File: src/rtl/fir_conv_pkg.sv
package fir_conv_pkg;
  typedef enum logic {S_IDLE, S_RUN} seq_state_e;

  typedef struct packed {
    logic vld;
    logic first;
    logic last;
    logic ch;
  } tap_ctl_t;
endpackage

File: src/rtl/fir_step_calc.sv
module fir_step_calc #(
  parameter int ROM_AW  = 10,
  parameter int TAP_W   = 6,
  parameter int RATIO_W = 8
) (
  input  logic [RATIO_W:0]  ratio_i,
  output logic [ROM_AW-1:0] step_o
);
  localparam int PROD_W = RATIO_W + ROM_AW;
  localparam logic [ROM_AW-1:0] UNIT = ROM_AW'(1) << (ROM_AW - TAP_W);

  logic [PROD_W-1:0] prod;
  logic [ROM_AW-1:0] scaled;

  assign prod   = PROD_W'(ratio_i[RATIO_W-1:0]) * PROD_W'(UNIT);
  assign scaled = ROM_AW'(prod >> RATIO_W);

  always_comb begin
    if (ratio_i[RATIO_W])        step_o = UNIT;   // ratio >= 1: output not slower
    else if (scaled == '0)       step_o = ROM_AW'(1);
    else                         step_o = scaled;
  end
endmodule

File: src/rtl/fir_addr_seq.sv
module fir_addr_seq
  import fir_conv_pkg::*;
#(
  parameter int RAM_AW = 6,
  parameter int ROM_AW = 10
) (
  input  logic              clk_i,
  input  logic              rst_ni,
  input  logic              start_i,
  input  logic [ROM_AW-1:0] step_i,
  input  logic [RAM_AW-1:0] smp_base_i,
  input  logic [ROM_AW-1:0] coef_base_i,
  output tap_ctl_t          ctl_o,
  output logic [RAM_AW-1:0] smp_addr_o,
  output logic [ROM_AW-1:0] coef_addr_o,
  output logic [ROM_AW-1:0] step_o
);
  seq_state_e        state_q;
  logic [RAM_AW-1:0] smp_ptr_q, smp_base_q;
  logic [ROM_AW-1:0] coef_ptr_q, coef_base_q, step_q;
  logic              ch_q, first_q;
  logic [ROM_AW:0]   coef_sum;
  logic              last;

  assign coef_sum = {1'b0, coef_ptr_q} + {1'b0, step_q};
  assign last     = coef_sum[ROM_AW];  // coefficient pointer rolls over

  always_ff @(posedge clk_i or negedge rst_ni) begin
    if (!rst_ni) begin
      state_q     <= S_IDLE;
      smp_ptr_q   <= '0;
      smp_base_q  <= '0;
      coef_ptr_q  <= '0;
      coef_base_q <= '0;
      step_q      <= '0;
      ch_q        <= 1'b0;
      first_q     <= 1'b0;
    end else begin
      unique case (state_q)
        S_IDLE: if (start_i) begin
          state_q     <= S_RUN;
          smp_ptr_q   <= smp_base_i;
          smp_base_q  <= smp_base_i;
          coef_ptr_q  <= coef_base_i;
          coef_base_q <= coef_base_i;
          step_q      <= step_i;
          ch_q        <= 1'b0;
          first_q     <= 1'b1;
        end
        S_RUN: begin
          if (last) begin
            if (ch_q) begin
              state_q <= S_IDLE;
              first_q <= 1'b0;
            end else begin
              ch_q       <= 1'b1;
              first_q    <= 1'b1;
              smp_ptr_q  <= smp_base_q;
              coef_ptr_q <= coef_base_q;
            end
          end else begin
            smp_ptr_q  <= smp_ptr_q - 1'b1;
            coef_ptr_q <= coef_sum[ROM_AW-1:0];
            first_q    <= 1'b0;
          end
        end
        default: state_q <= S_IDLE;
      endcase
    end
  end

  assign ctl_o.vld   = (state_q == S_RUN);
  assign ctl_o.first = first_q;
  assign ctl_o.last  = last;
  assign ctl_o.ch    = ch_q;
  assign smp_addr_o  = smp_ptr_q;
  assign coef_addr_o = coef_ptr_q;
  assign step_o      = step_q;
endmodule

File: src/rtl/fir_mac_sat.sv
module fir_mac_sat
  import fir_conv_pkg::*;
#(
  parameter int DATA_W = 16,
  parameter int COEF_W = 16,
  parameter int ROM_AW = 10
) (
  input  logic              clk_i,
  input  logic              rst_ni,
  input  tap_ctl_t          ctl_i,
  input  logic [DATA_W-1:0] smp_i,
  input  logic [COEF_W-1:0] coef_i,
  output logic [DATA_W-1:0] left_o,
  output logic              left_vld_o,
  output logic [DATA_W-1:0] right_o,
  output logic              right_vld_o
);
  localparam int PROD_W = DATA_W + COEF_W;
  localparam int ACC_W  = PROD_W + ROM_AW;
  localparam int FRAC   = COEF_W - 1;
  localparam logic signed [ACC_W-1:0] SAT_MAX = ACC_W'((64'sd1 <<< (DATA_W - 1)) - 64'sd1);
  localparam logic signed [ACC_W-1:0] SAT_MIN = -SAT_MAX - ACC_W'(1);

  tap_ctl_t                 st_q;   // control aligned with returning read data
  logic signed [ACC_W-1:0]  acc_q, acc_d, shr;
  logic signed [PROD_W-1:0] prod;
  logic [DATA_W-1:0]        sat;

  assign prod  = $signed(smp_i) * $signed(coef_i);
  assign acc_d = st_q.first ? ACC_W'(prod) : acc_q + ACC_W'(prod);
  assign shr   = acc_d >>> FRAC;

  always_comb begin
    if (shr > SAT_MAX)      sat = SAT_MAX[DATA_W-1:0];
    else if (shr < SAT_MIN) sat = SAT_MIN[DATA_W-1:0];
    else                    sat = shr[DATA_W-1:0];
  end

  always_ff @(posedge clk_i or negedge rst_ni) begin
    if (!rst_ni) begin
      st_q        <= '0;
      acc_q       <= '0;
      left_o      <= '0;
      right_o     <= '0;
      left_vld_o  <= 1'b0;
      right_vld_o <= 1'b0;
    end else begin
      st_q        <= ctl_i;
      left_vld_o  <= 1'b0;
      right_vld_o <= 1'b0;
      if (st_q.vld) begin
        acc_q <= acc_d;
        if (st_q.last) begin
          if (st_q.ch) begin
            right_o     <= sat;
            right_vld_o <= 1'b1;
          end else begin
            left_o      <= sat;
            left_vld_o  <= 1'b1;
          end
        end
      end
    end
  end
endmodule

File: src/rtl/fir_conv_seq.sv
module fir_conv_seq
  import fir_conv_pkg::*;
#(
  parameter int RAM_AW  = 6,
  parameter int ROM_AW  = 10,
  parameter int TAP_W   = 6,
  parameter int RATIO_W = 8,
  parameter int DATA_W  = 16,
  parameter int COEF_W  = 16
) (
  input  logic               clk_i,
  input  logic               rst_ni,
  input  logic               start_i,
  input  logic [RATIO_W:0]   ratio_i,
  input  logic [RAM_AW-1:0]  smp_base_i,
  input  logic [ROM_AW-1:0]  coef_base_i,
  output logic [RAM_AW-1:0]  smp_addr_o,
  output logic               smp_ch_o,
  output logic [ROM_AW-1:0]  coef_addr_o,
  output logic               rd_o,
  input  logic [DATA_W-1:0]  smp_i,
  input  logic [COEF_W-1:0]  coef_i,
  output logic [DATA_W-1:0]  left_o,
  output logic               left_vld_o,
  output logic [DATA_W-1:0]  right_o,
  output logic               right_vld_o
);
  logic [ROM_AW-1:0] step_new, step_q;
  tap_ctl_t          tap_ctl;

  fir_step_calc #(.ROM_AW(ROM_AW), .TAP_W(TAP_W), .RATIO_W(RATIO_W)) u_step (
    .ratio_i (ratio_i),
    .step_o  (step_new)
  );

  fir_addr_seq #(.RAM_AW(RAM_AW), .ROM_AW(ROM_AW)) u_seq (
    .clk_i       (clk_i),
    .rst_ni      (rst_ni),
    .start_i     (start_i),
    .step_i      (step_new),
    .smp_base_i  (smp_base_i),
    .coef_base_i (coef_base_i),
    .ctl_o       (tap_ctl),
    .smp_addr_o  (smp_addr_o),
    .coef_addr_o (coef_addr_o),
    .step_o      (step_q)
  );

  fir_mac_sat #(.DATA_W(DATA_W), .COEF_W(COEF_W), .ROM_AW(ROM_AW)) u_mac (
    .clk_i       (clk_i),
    .rst_ni      (rst_ni),
    .ctl_i       (tap_ctl),
    .smp_i       (smp_i),
    .coef_i      (coef_i),
    .left_o      (left_o),
    .left_vld_o  (left_vld_o),
    .right_o     (right_o),
    .right_vld_o (right_vld_o)
  );

  assign rd_o     = tap_ctl.vld;
  assign smp_ch_o = tap_ctl.ch;
endmodule

File: config.mk
export PLATFORM = sky130hd
export DESIGN_NAME = fir_conv_seq
export DESIGN_NICKNAME = d
export VERILOG_FILES = /design/src/rtl/fir_conv_pkg.sv /design/src/rtl/fir_step_calc.sv /design/src/rtl/fir_addr_seq.sv /design/src/rtl/fir_mac_sat.sv /design/src/rtl/fir_conv_seq.sv
export SDC_FILE = /design/constraint.sdc
export NUM_CORES = 1
export LEC_CHECK = 0
export ABC_CLOCK_PERIOD_IN_PS = 5300
export BUFFER_PORTS_ARGS = -buffer_cell sky130_fd_sc_hd__buf_2
export CORE_MARGIN = 1.5
export CORE_UTILIZATION = 44
export DETAILED_ROUTE_END_ITERATION = 8
export HOLD_SLACK_MARGIN = 0.1
export PLACE_DENSITY = 0.72
export SYNTH_ARGS = -nofsm -noshare
export SYNTH_HDL_FRONTEND = slang
export SYNTH_SLANG_ARGS = --single-unit
export TNS_END_PERCENT = 5
File: constraint.sdc
create_clock -name clk_i -period 5.3 [get_ports clk_i]
set_input_delay 1.06 -clock clk_i [delete_from_list [all_inputs] [get_ports clk_i]]
set_output_delay 1.06 -clock clk_i [all_outputs]
set_load 0.01 [all_outputs]
# Yosys cells after proc, flatten, opt, wreduce, memory -nomap -nowiden
# Index checks and enable logic that the tools add are counted.
# word_totals
register_bits,125
input_bits,60
output_inout_bits,52
wordCells,63
# op_classes
addsub,3
multipliers,1
magnitude_cmp,2
n_eq_ne,3
n_mux,29
n_bitwise,2
n_reduce_logical,6
# ops
cell,n
42-bit by 32-bit adder with 42-bit output,1
42-bit two-way mux,1
16-bit by 16-bit multiplier with 32-bit output,1
16-bit two-way mux,2
10-bit two-way mux,3
"27-bit by 16-bit greater-than comparator with 1-bit output, second input constant",1
"27-bit by 16-bit < comparator with 1-bit output, second input constant",1
10-bit case mux with 2 select lines,1
6-bit two-way mux,3
1-bit two-way mux,13
6-bit case mux with 2 select lines,1
10-bit by 10-bit adder with 11-bit output,1
10-bit logical NOT,1
1-bit case mux with 2 select lines,3
2-bit AND reduction,3
3-bit AND reduction,2
"6-bit by 1-bit subtractor with 6-bit output, second input constant",1
5-bit two-way mux,1
4-bit two-way mux,1
"2-bit inequality test, second input constant",2
"3-bit inequality test, second input constant",1
1-bit inverter,2

# Longest topological paths before layout
# Gate-level depths: netlist of the first run.
# logic_depth
ltp_word,6
ltp_mapped,36
ltp_nobuf,34

# Modules after synthesis
# From an unflattened synthesis of the first run, not the netlist that was laid out.
# unflattened
cells_unflattened,2154
hier_area_um2,18831.8
# modules_own_cells
module,instances,cells_per_inst,area_each_um2,seq_area_each_um2
fir_mac_sat,1,1848,16186.8,2001.9
fir_addr_seq,1,293,2562.5,1126.1
fir_step_calc,1,13,82.6,0.0

# Worst setup path after synthesis of the first run
# OpenSTA, ideal clock, no wires.
# synth_path
path_kind,input to register
start,input port coef_i[1]
end,register u_mac.right_o[0]
setup_time_ns,0.147
t_arrival_ns,9.520
required_ns,5.153
slack_ns,-4.367
path_stages,32
n_path_buf,4
cell_sequence,clkbuf_1 nand2_1 inv_1 fa_1 inv_1 fa_1 inv_1 fa_1 fa_1 fa_1 fa_1 ha_1 clkbuf_1 a21o_1 a31o_2 o21ai_0 nor3_1 a21o_1 a211oi_2 ha_1 buf_2 a21oi_1 o21ai_0 a21oi_1 o211ai_1 o31ai_1 mux2_2 nor3_1 o211ai_1 o31ai_2 buf_6 a311oi_1
# synth_via
elab_chain_len,6
elab_cells_between_ends,7
cone_classes,add/sub: 1; mul: 1; order compare: 2; mux: 3
# synth_lines
item,line,source
"start, declared",fir_conv_seq.sv:22,"input logic [COEF_W-1:0] coef_i,"
16-bit by 16-bit multiplier with 32-bit output (*),fir_mac_sat.sv:29,assign prod = $signed(smp_i) * $signed(coef_i);
42-bit by 32-bit adder with 42-bit output,fir_mac_sat.sv:30,assign acc_d = st_q.first ? ACC_W'(prod) : acc_q + ACC_W'(prod);
42-bit two-way mux (*),fir_mac_sat.sv:30,
27-bit by 16-bit < comparator with 1-bit output,fir_mac_sat.sv:35,else if (shr < SAT_MIN) sat = SAT_MIN[DATA_W-1:0];
16-bit two-way mux,fir_mac_sat.sv:35,
16-bit two-way mux (*),fir_mac_sat.sv:34,if (shr > SAT_MAX) sat = SAT_MAX[DATA_W-1:0];
"end signal, assigned",fir_mac_sat.sv:55,right_o <= sat;
"end, declared",fir_mac_sat.sv:15,"output logic [DATA_W-1:0] right_o,"
# Mark *: on every way between the ends. The rest lies on a longest branch, timed or not.
# A chain may end at the register's enable or synchronous reset.

# Worst setup path in the final report of the first run
# layout_path
start,input port smp_i[5]
end,register u_mac.left_o[13]
# layout_via
elab_chain_len,6
elab_cells_between_ends,7
cone_classes,add/sub: 1; mul: 1; order compare: 2; mux: 3
# layout_lines
item,line,source
"start, declared",fir_conv_seq.sv:21,"input logic [DATA_W-1:0] smp_i,"
16-bit by 16-bit multiplier with 32-bit output (*),fir_mac_sat.sv:29,
42-bit by 32-bit adder with 42-bit output,fir_mac_sat.sv:30,
42-bit two-way mux (*),fir_mac_sat.sv:30,
27-bit by 16-bit < comparator with 1-bit output,fir_mac_sat.sv:35,
16-bit two-way mux,fir_mac_sat.sv:35,
16-bit two-way mux (*),fir_mac_sat.sv:34,
"end signal, assigned",fir_mac_sat.sv:58,left_o <= sat;
"end, declared",fir_mac_sat.sv:13,"output logic [DATA_W-1:0] left_o,"
# Marked as above.

==> results of run 1 <==
==> sequential cells by signal, indices dropped and copies added, names as in the netlist <==
register and count:
u_seq.coef_base_q 10, u_seq.smp_base_q 6, u_seq.ch_q 1, u_mac.right_o 16, u_seq.step_o 5, u_seq.first_q 1
u_seq.state_q 1, u_seq.smp_addr_o 6, u_mac.left_vld_o 1, u_mac.acc_q 42, u_mac.left_o 16, u_seq.coef_addr_o 10
u_mac.st_q 4, u_mac.right_vld_o 1
==> layout by cell type, fill, tap and decap left out, types with 18 or more instances in the layout <==
cell / n
a21o_1: 26
a21oi_1: 119
ha_4: 22
buf_2: 98
and2_1: 121
fa_1: 255
nand2b_1: 19
o21ai_0: 54
nand2_1: 268
nor2_1: 140
buf_4: 401
xnor2_1: 41
inv_1: 323
ha_1: 102
a311oi_2: 20
a21oi_2: 18
dfrtp_1: 118
==> final timing paths <==
path | start | endpoint | slack, ns
setup / recovery | smp_i[5] | u_mac.left_o[13]$_DFFE_PN0P_ | -4.09
hold / removal | u_seq.first_q$_DFFE_PN0P_ | u_mac.st_q[2]$_DFF_PN0_ | 0.41
setup reg to reg | u_mac.acc_q[0]$_DFFE_PN0P_ | u_mac.left_o[12]$_DFFE_PN0P_ | 1.24
hold reg to reg | u_seq.first_q$_DFFE_PN0P_ | u_mac.st_q[2]$_DFF_PN0_ | 0.41
max in group asynchronous | rst_ni | u_mac.acc_q[5]$_DFFE_PN0P_ | 3.65
min in group asynchronous | rst_ni | u_seq.coef_addr_o[6]$_DFFE_PN0P_ | 0.56
==> metal layers <==
| metal | GRT usage [%] | vias to the layer above | part of all wire [%] | routed length [um] |
|---|---|---|---|---|
| li1 | - | 7692 | - | - |
| met1 | 33.5 | 8148 | 43 | 22400 |
| met2 | 45.0 | 521 | 50 | 26300 |
| met3 | 2.76 | 100 | 4.6 | 2400 |
| met4 | 7.69 | 0 | 2.6 | 1350 |
| met5 | 0 | - | 0 | 0 |
==> per-stage QoR <==
step                      setup TNS (ns)  std cells
after global placement           -258.55       3024
after global routing             -237.41       3085
after CTS                        -215.94       3073
after detailed placement         -265.00       3024
after floorplan                  -206.84       2100
final                            -218.01       3085
==> kinds of logic after synthesis <==
kind of cell / synth area share, %
and+or+nand+nor: 18.0
buffers and inverters: 8.97
AOI/OAI and AO/OA: 14.3
adders and majority gates: 38.0
DFF: 16.5
xor gates and xnor gates: 3.39
muxes: 0.915
==> what timing repair did <==
action / 4_1_cts / 5_1_grt
gates resized for setup: 112 / 89
pin swaps: 45 / 46
cloned: 1 / 0
buffers inserted: 16 / 12
endpoints found under the setup margin: 68 / 68
==> layout make-up <==
class	instances	area, sq um
repair buffers	516	3780
inverters	328	1230
well taps	532	666
multi-input cells	1557	14600
clock buffers	17	425
clock inverters	15	175
flip-flops and latches	120	3010
fillers	3454	17000
==> worst reg2reg max path: cells and delay by family, from the launching register on <==
kind	cells	cell delay [ns]
muxes	1	0.32
and+or+nand+nor	2	0.31
AOI/OAI and AO/OA	7	1.75
adders and majority gates	2	0.64
buffers and inverters	3	0.46
DFF	1	0.39
==> summary.txt, run 1 <==
Crit path required time -> 5.63 ns
Final setup viols -> 67
post-route minimum period -> 9.39 ns
clk_lat worst skew -> 0.44 ns
global-route wire length before repair -> 87500 um
run status -> complete, but fails checks
Critical-path top delay cell -> fa_1
final wirelength -> 52400 um
vias in the first global route -> 17.6k
Syn Nets -> 2553
Post-synth EDFFs -> 0
RD Place Congestion -> 0.942
Slew Limit Fails -> 0
CP Launch Type -> input port
R2R cell count -> 15
most frequent cell after synthesis -> inv_1
cells taking the most area after synthesis -> fa_1 (29%), dfrtp_1 (17%), ha_1 (8.9%), inv_1 (6.8%), nand2_1 (5.6%)
Arrival @ worst endpoint -> 9.72 ns
layout cells sized above 1 -> 29.1%
period utilisation layout -> 177%
vias -> 16.5k
CP Capture Type -> register
CTS tree -> done
hpwl dp -> 41800 um
# hold bufs at CTS -> 0
Die Ht -> 206 um
Routed wire per std cell -> 17.0 um
Post-Synthesis Cells -> 2100
largest net degree at the start of global routing -> 83
Hold Worst Slack -> 0.406 ns
Starting Density -> 44.5%
synthesized area per cell -> 8.66 sq um
clock-pin slew on the worst setup and hold paths -> 0.06 ns
Final Hold Vio Count -> 0
drt drc -> 0
top cells by count, synth -> inv_1 (328), nand2_1 (273), fa_1 (264)
Max-slew headroom -> 9.92%
DIE WIDTH -> 206 um
port bufs -> 107
CP delay by family, top -> adder cells
Cell Area, Synth -> 18200 sq um
total grt overflow -> 0
cts bufs inserted -> 17
CTS Sinks -> 120
worst hold path class -> register to register
Seq/Total Area, Yosys -> 16.5%
CP max FO -> 15
share of the synthesized area in the top cell type -> 29.1%
clock root cell -> clkbuf_16
H-tree levels -> 4
NumNets Final -> 2993
Largest stage delay, worst path -> 0.58 ns
worst path bufs/invs -> 12
antenna-violating nets left -> 0
Max Cap Viol -> 0
drt first pass iters -> 5
Finished Cell Area -> 23900 sq um
Worst-Margin Slew -> 1.35 ns
core area -> 40800 sq um
Crit Path Category -> input port to register
ys flop type -> dfrtp_1
Final Util -> 58.4%
fmax -> 107 MHz
final setup margin -> -4.09 ns
DRT iter0 DRCs -> 846
violated checks -> setup timing
placed instance area -> 22000 sq um
Yosys reg bits -> 120
Die ar. -> 42500 sq um
critical path's most frequent cell -> buf_4
post-synth top area cell -> fa_1
Via density -> 5.34
Warnings, synthesis -> 0
clk buf depth -> 2
WP depth -> 38
DP Worst Slack -> -4.88 ns
GRT Util Overall -> 25.8%
hold depth -> 0
antenna violations before repair -> 0
Antenna Cells -> 0
Core Rows -> 74
post-synthesis cell type count -> 86
ys async rst share -> 100%
RSZ-0062 raised after global routing -> true
I/O pin total -> 112
Worst Skew -> 0.0133 ns
area growth from synthesis to layout -> 31.3%
Power of run 1 is left out: the tool's default activity adds up to more than one toggle a clock period on the data nets, which glitch-free logic cannot reach.
==> run 2, diff against run 1 <==
Settings changed: PLACE_DENSITY 0.72 to 0.67.
==> run 2 against run 1 <==
  * The run still ends with setup timing left
  * Highest routed layer unchanged
  * First-iteration DRC count decreased by 7.4%
  * Non-clock buffer count is 42 higher
  * Utilization grew 1.8 points
  * Design area up 3.0%
  * Die area is the same
==> summary.txt, run 2 (synthesis gave the netlist of run 1 again) <==
Arrival @ worst endpoint -> 9.59 ns
Die ar. -> 42500 sq um
Crit path required time -> 5.55 ns
worst hold path class -> register to register
area growth from synthesis to layout -> 35.2%
clock root cell -> clkbuf_16
Antenna Cells -> 0
DIE WIDTH -> 206 um
Final Hold Vio Count -> 0
NumNets Final -> 3035
port bufs -> 107
drt drc -> 0
clk buf depth -> 2
Final setup viols -> 67
vias -> 16.5k
commonest non-fill, non-tap cell in the layout -> buf_4
Max Cap Viol -> 0
Largest stage delay, worst path -> 0.56 ns
Routed wire per std cell -> 16.7 um
Largest register FFs -> 42
CP delay by family, top -> adder cells
CP Launch Type -> input port
final setup margin -> -4.03 ns
run status -> complete, but fails checks
antenna violations before repair -> 0
cell count after placement -> 3048
I/O pin total -> 112
Via density -> 5.29
Starting Density -> 44.5%
Die Ht -> 206 um
H-tree levels -> 4
CTS Sinks -> 120
clk_lat worst skew -> 0.43 ns
CP Capture Type -> register
global-route wire length before repair -> 86500 um
final wirelength -> 52300 um
highest-count cells in the layout ignoring fill and taps -> buf_4 (423), inv_1 (313), nand2_1 (266)
layout cells sized above 1 -> 31.7%
Critical-path top delay cell -> fa_1
hpwl dp -> 41600 um
Worst Skew -> 0.0104 ns
Core Rows -> 74
GRT Util Overall -> 25.3%
Max-slew headroom -> 32.9%
Slew Limit Fails -> 0
drt first pass iters -> 5
DRT iter0 DRCs -> 783
vias in the first global route -> 17.4k
post-route minimum period -> 9.33 ns
fin cells -> 3127
cts bufs inserted -> 17
RD Place Congestion -> 0.970
Worst-Margin Slew -> 1.00 ns
Crit Path Category -> input port to register
Finished Cell Area -> 24600 sq um
fmax -> 107 MHz
RSZ-0062 raised after global routing -> true
largest net degree at the start of global routing -> 84
core area -> 40800 sq um
total grt overflow -> 0
top flop regs -> u_mac.acc_q x42, u_mac.left_o x16, u_mac.right_o x16
CP max FO -> 8
violated checks -> setup timing
Hold Worst Slack -> 0.388 ns
placed instance area -> 22200 sq um
CTS tree -> done
Top reg by flops -> u_mac.acc_q
clock-pin slew on the worst setup and hold paths -> 0.07 ns
period utilisation layout -> 176%
antenna-violating nets left -> 0
worst path bufs/invs -> 9
run 2: final timing paths:
kind / from / to / slack [ns] / depth (start not counted)
max: coef_i[3] / u_mac.left_o[14]$_DFFE_PN0P_ / -4.03 / 35
min: u_seq.first_q$_DFFE_PN0P_ / u_mac.st_q[2]$_DFF_PN0_ / 0.39 / 0
max reg2reg: u_mac.acc_q[0]$_DFFE_PN0P_ / u_mac.left_o[14]$_DFFE_PN0P_ / 1.35 / 17
min reg2reg: u_seq.first_q$_DFFE_PN0P_ / u_mac.st_q[2]$_DFF_PN0_ / 0.39 / 0
max in group asynchronous: rst_ni / u_mac.st_q[2]$_DFF_PN0_ / 3.46 / 2
min in group asynchronous: rst_ni / u_seq.coef_addr_o[2]$_DFFE_PN0P_ / 0.74 / 1
run 2: worst register-to-register path, stage by stage (launching register included):
cell	delay, ns
dfrtp_1	0.38
ha_1	0.23
fa_1	0.39
a211oi_1	0.24
buf_4	0.17
o21ai_2	0.09
a21oi_2	0.36
a2111oi_1	0.15
buf_4	0.17
nor2_1	0.07
or4b_4	0.49
o211ai_1	0.16
nor4_4	0.08
buf_4	0.16
nor4_4	0.24
buf_4	0.18
clkbuf_16	0.16
a311oi_2	0.04
run 2: area by class of cell:
cell class	instances	area [sq um]
Clock inverter	15	151
Tap cell	532	666
Multi-Input combinational cell	1557	14800
Timing Repair Buffer	558	4290
Fill cell	3422	16300
Sequential cell	120	3010
Clock buffer	17	425
Inverter	328	1230
run 2: stage by stage:
step	util, %	setup slack [ns]	TNS, ns
after floorplan	-	-3.92	-206.84
after global placement	54.4	-4.74	-260.48
after detailed placement	54.4	-4.80	-264.77
after CTS	58.4	-3.90	-212.88
after global routing	60.2	-4.32	-235.31
final	60.2	-4.03	-215.27
run 2: per-layer routing:
layer  track usage (%)  vias to the layer above  share of wire [%]
met3              2.89                       93                4.3
met2              43.3                      473                 50
met4              7.30                        0                2.2
met5                 0                        -                  0
met1              33.9                     8220                 43
li1                  -                     7763                  -
run 2: repair_timing:
action                     in CTS  in global routing
hold buffers                    0                  0
setup buffers                  30                 15
cloned                          2                  2
resized for setup             163                123
setup endpoints to repair      68                 68
pin swaps                      98                 96
Power of run 2 is left out for the same reason.
==> run 3, diff against run 2 <==
Settings changed: CORE_UTILIZATION 44 to 52, PLACE_DENSITY 0.67 to 0.76.
==> run 3 against run 2 <==
  * Register-to-register slack got worse by 0.17 ns
  * Critical endpoint is now u_mac.left_o[5]$_DFFE_PN0P_
  * Worst setup slack got worse by 0.13 ns
  * The run still ends with setup timing left
  * Non-clock buffer count fell by 45
  * Count of clock-buffer cells in the layout rose by 1
  * First-iteration DRC count rose by 26%
==> summary.txt, run 3 (synthesis gave the netlist of run 1 again) <==
critical path endpoint -> u_mac.left_o[5]$_DFFE_PN0P_
largest net degree at the start of global routing -> 53
DP Worst Slack -> -4.79 ns
Starting Density -> 52.8%
Worst R2R End -> u_mac.left_o[5]$_DFFE_PN0P_
CTS tree -> done
CTS Sinks -> 120
run status -> complete, but fails checks
Final Hold Vio Count -> 0
Reg2Reg Launch Point -> u_mac.acc_q[0]$_DFFE_PN0P_
layout cells sized above 1 -> 28.9%
final setup margin -> -4.16 ns
Antenna Cells -> 0
highest-count cells in the layout ignoring fill and taps -> buf_4 (398), inv_1 (319), nand2_1 (267)
RSZ-0062 raised after global routing -> true
critical path's most frequent cell -> fa_1
antenna violations before repair -> 0
DIE WIDTH -> 190 um
CP startpoint -> coef_i[12]
R2R setup slack -> 1.18 ns
CP Launch Type -> input port
I/O pin total -> 112
total grt overflow -> 0
fmax -> 106 MHz
Routed wire per std cell -> 17.6 um
Largest stage delay, worst path -> 0.59 ns
area growth from synthesis to layout -> 30.6%
Crit Path Category -> input port to register
global-route wire length before repair -> 87800 um
commonest non-fill, non-tap cell in the layout -> buf_4
Die Ht -> 190 um
drt first pass iters -> 5
top flop regs -> u_mac.acc_q x42, u_mac.left_o x16, u_mac.right_o x16
RD Place Congestion -> 0.981
Largest register FFs -> 42
vias in the first global route -> 17.8k
Layout fillers -> 2597
Top reg by flops -> u_mac.acc_q
CP Capture Type -> register
R2R cell count -> 15
Die ar. -> 36100 sq um
clk_lat worst skew -> 0.44 ns
GRT Util Overall -> 30.3%
Worst Skew -> 0.0145 ns
TNS Setup -> -218.16 ns
Worst-Margin Slew -> 1.38 ns
Crit path required time -> 5.60 ns
Final setup viols -> 67
NumNets Final -> 2990
violated checks -> setup timing
hpwl dp -> 42100 um
drt drc -> 0
Max-slew headroom -> 8.03%
DRT iter0 DRCs -> 986
core area -> 34500 sq um
Final Util -> 68.9%
Core Rows -> 68
clock-pin slew on the worst setup and hold paths -> 0.06 ns
CP max FO -> 15
cts bufs inserted -> 17
clk buf depth -> 2
period utilisation layout -> 179%
post-route minimum period -> 9.46 ns
port bufs -> 107
Critical-path top delay cell -> fa_1
clock root cell -> clkbuf_16
Max Cap Viol -> 0
Via density -> 5.57
worst hold path class -> register to register
Slew Limit Fails -> 0
H-tree levels -> 4
antenna-violating nets left -> 0
vias -> 16.7k
Arrival @ worst endpoint -> 9.76 ns
final wirelength -> 53000 um
==> run 3: worst min path at each step <==
stage,start,end,depth (start not counted),slack (ns)
floorplan,u_seq.first_q$_DFFE_PN0P_,u_mac.st_q[2]$_DFF_PN0_,0,0.35
global placement,u_seq.first_q$_DFFE_PN0P_,u_mac.st_q[2]$_DFF_PN0_,0,0.36
detailed placement,u_seq.first_q$_DFFE_PN0P_,u_mac.st_q[2]$_DFF_PN0_,0,0.37
CTS,u_seq.first_q$_DFFE_PN0P_,u_mac.st_q[2]$_DFF_PN0_,0,0.39
global route,u_seq.first_q$_DFFE_PN0P_,u_mac.st_q[2]$_DFF_PN0_,0,0.40
finish,u_seq.first_q$_DFFE_PN0P_,u_mac.st_q[2]$_DFF_PN0_,0,0.39
==> run 3: worst max-delay path, delay by kind of cell <==
| family | cells | cell delay (ns) |
|---|---|---|
| XOR/XNOR | 1 | 0.13 |
| buffers and inverters | 12 | 1.35 |
| AO/OA/AOI/OAI | 9 | 2.26 |
| AND/OR/NAND/NOR | 6 | 1.24 |
| adder cells (fa/ha/maj) | 8 | 3.70 |
==> run 3: layout make-up <==
class | instances | area, sq um | share of cell area [%]
clock buffers | 18 | 439 | 1.85
inverters | 328 | 1230 | 5.19
well taps | 455 | 569 | 2.40
clock inverters | 14 | 186 | 0.785
multi-input cells | 1557 | 14500 | 61.2
flip-flops and latches | 120 | 3010 | 12.7
repair buffers | 513 | 3780 | 15.9
==> run 3: per-layer routing <==
layer	wire length [um]	GRT usage [%]	up-vias
li1	-	-	7686
met1	21500	38.7	8317
met2	27100	53.3	600
met3	2880	3.74	122
met4	1550	10.0	0
met5	0	0	-
==> run 3: metrics by stage <==
stage                     cell area (sq um)  hold slack (ns)  std cells
after detailed placement              21900            0.366       2951
after floorplan                       18300            0.355       2100
after global routing                  23700            0.404       3005
after CTS                             23100            0.394       2993
final                                 23700            0.392       3005
after global placement                21900            0.362       2951
==> run 3: what timing repair did <==
| item | 4_1_cts | 5_1_grt |
|---|---|---|
| buffers inserted | 9 | 13 |
| endpoints found under the hold margin | 0 | 0 |
| gates resized for setup | 91 | 124 |
| hold buffers | 0 | 0 |
| pin swaps | 24 | 76 |
| cloned | 1 | 0 |
| endpoints found under the setup margin | 68 | 69 |
Power of run 3 is left out for the same reason.
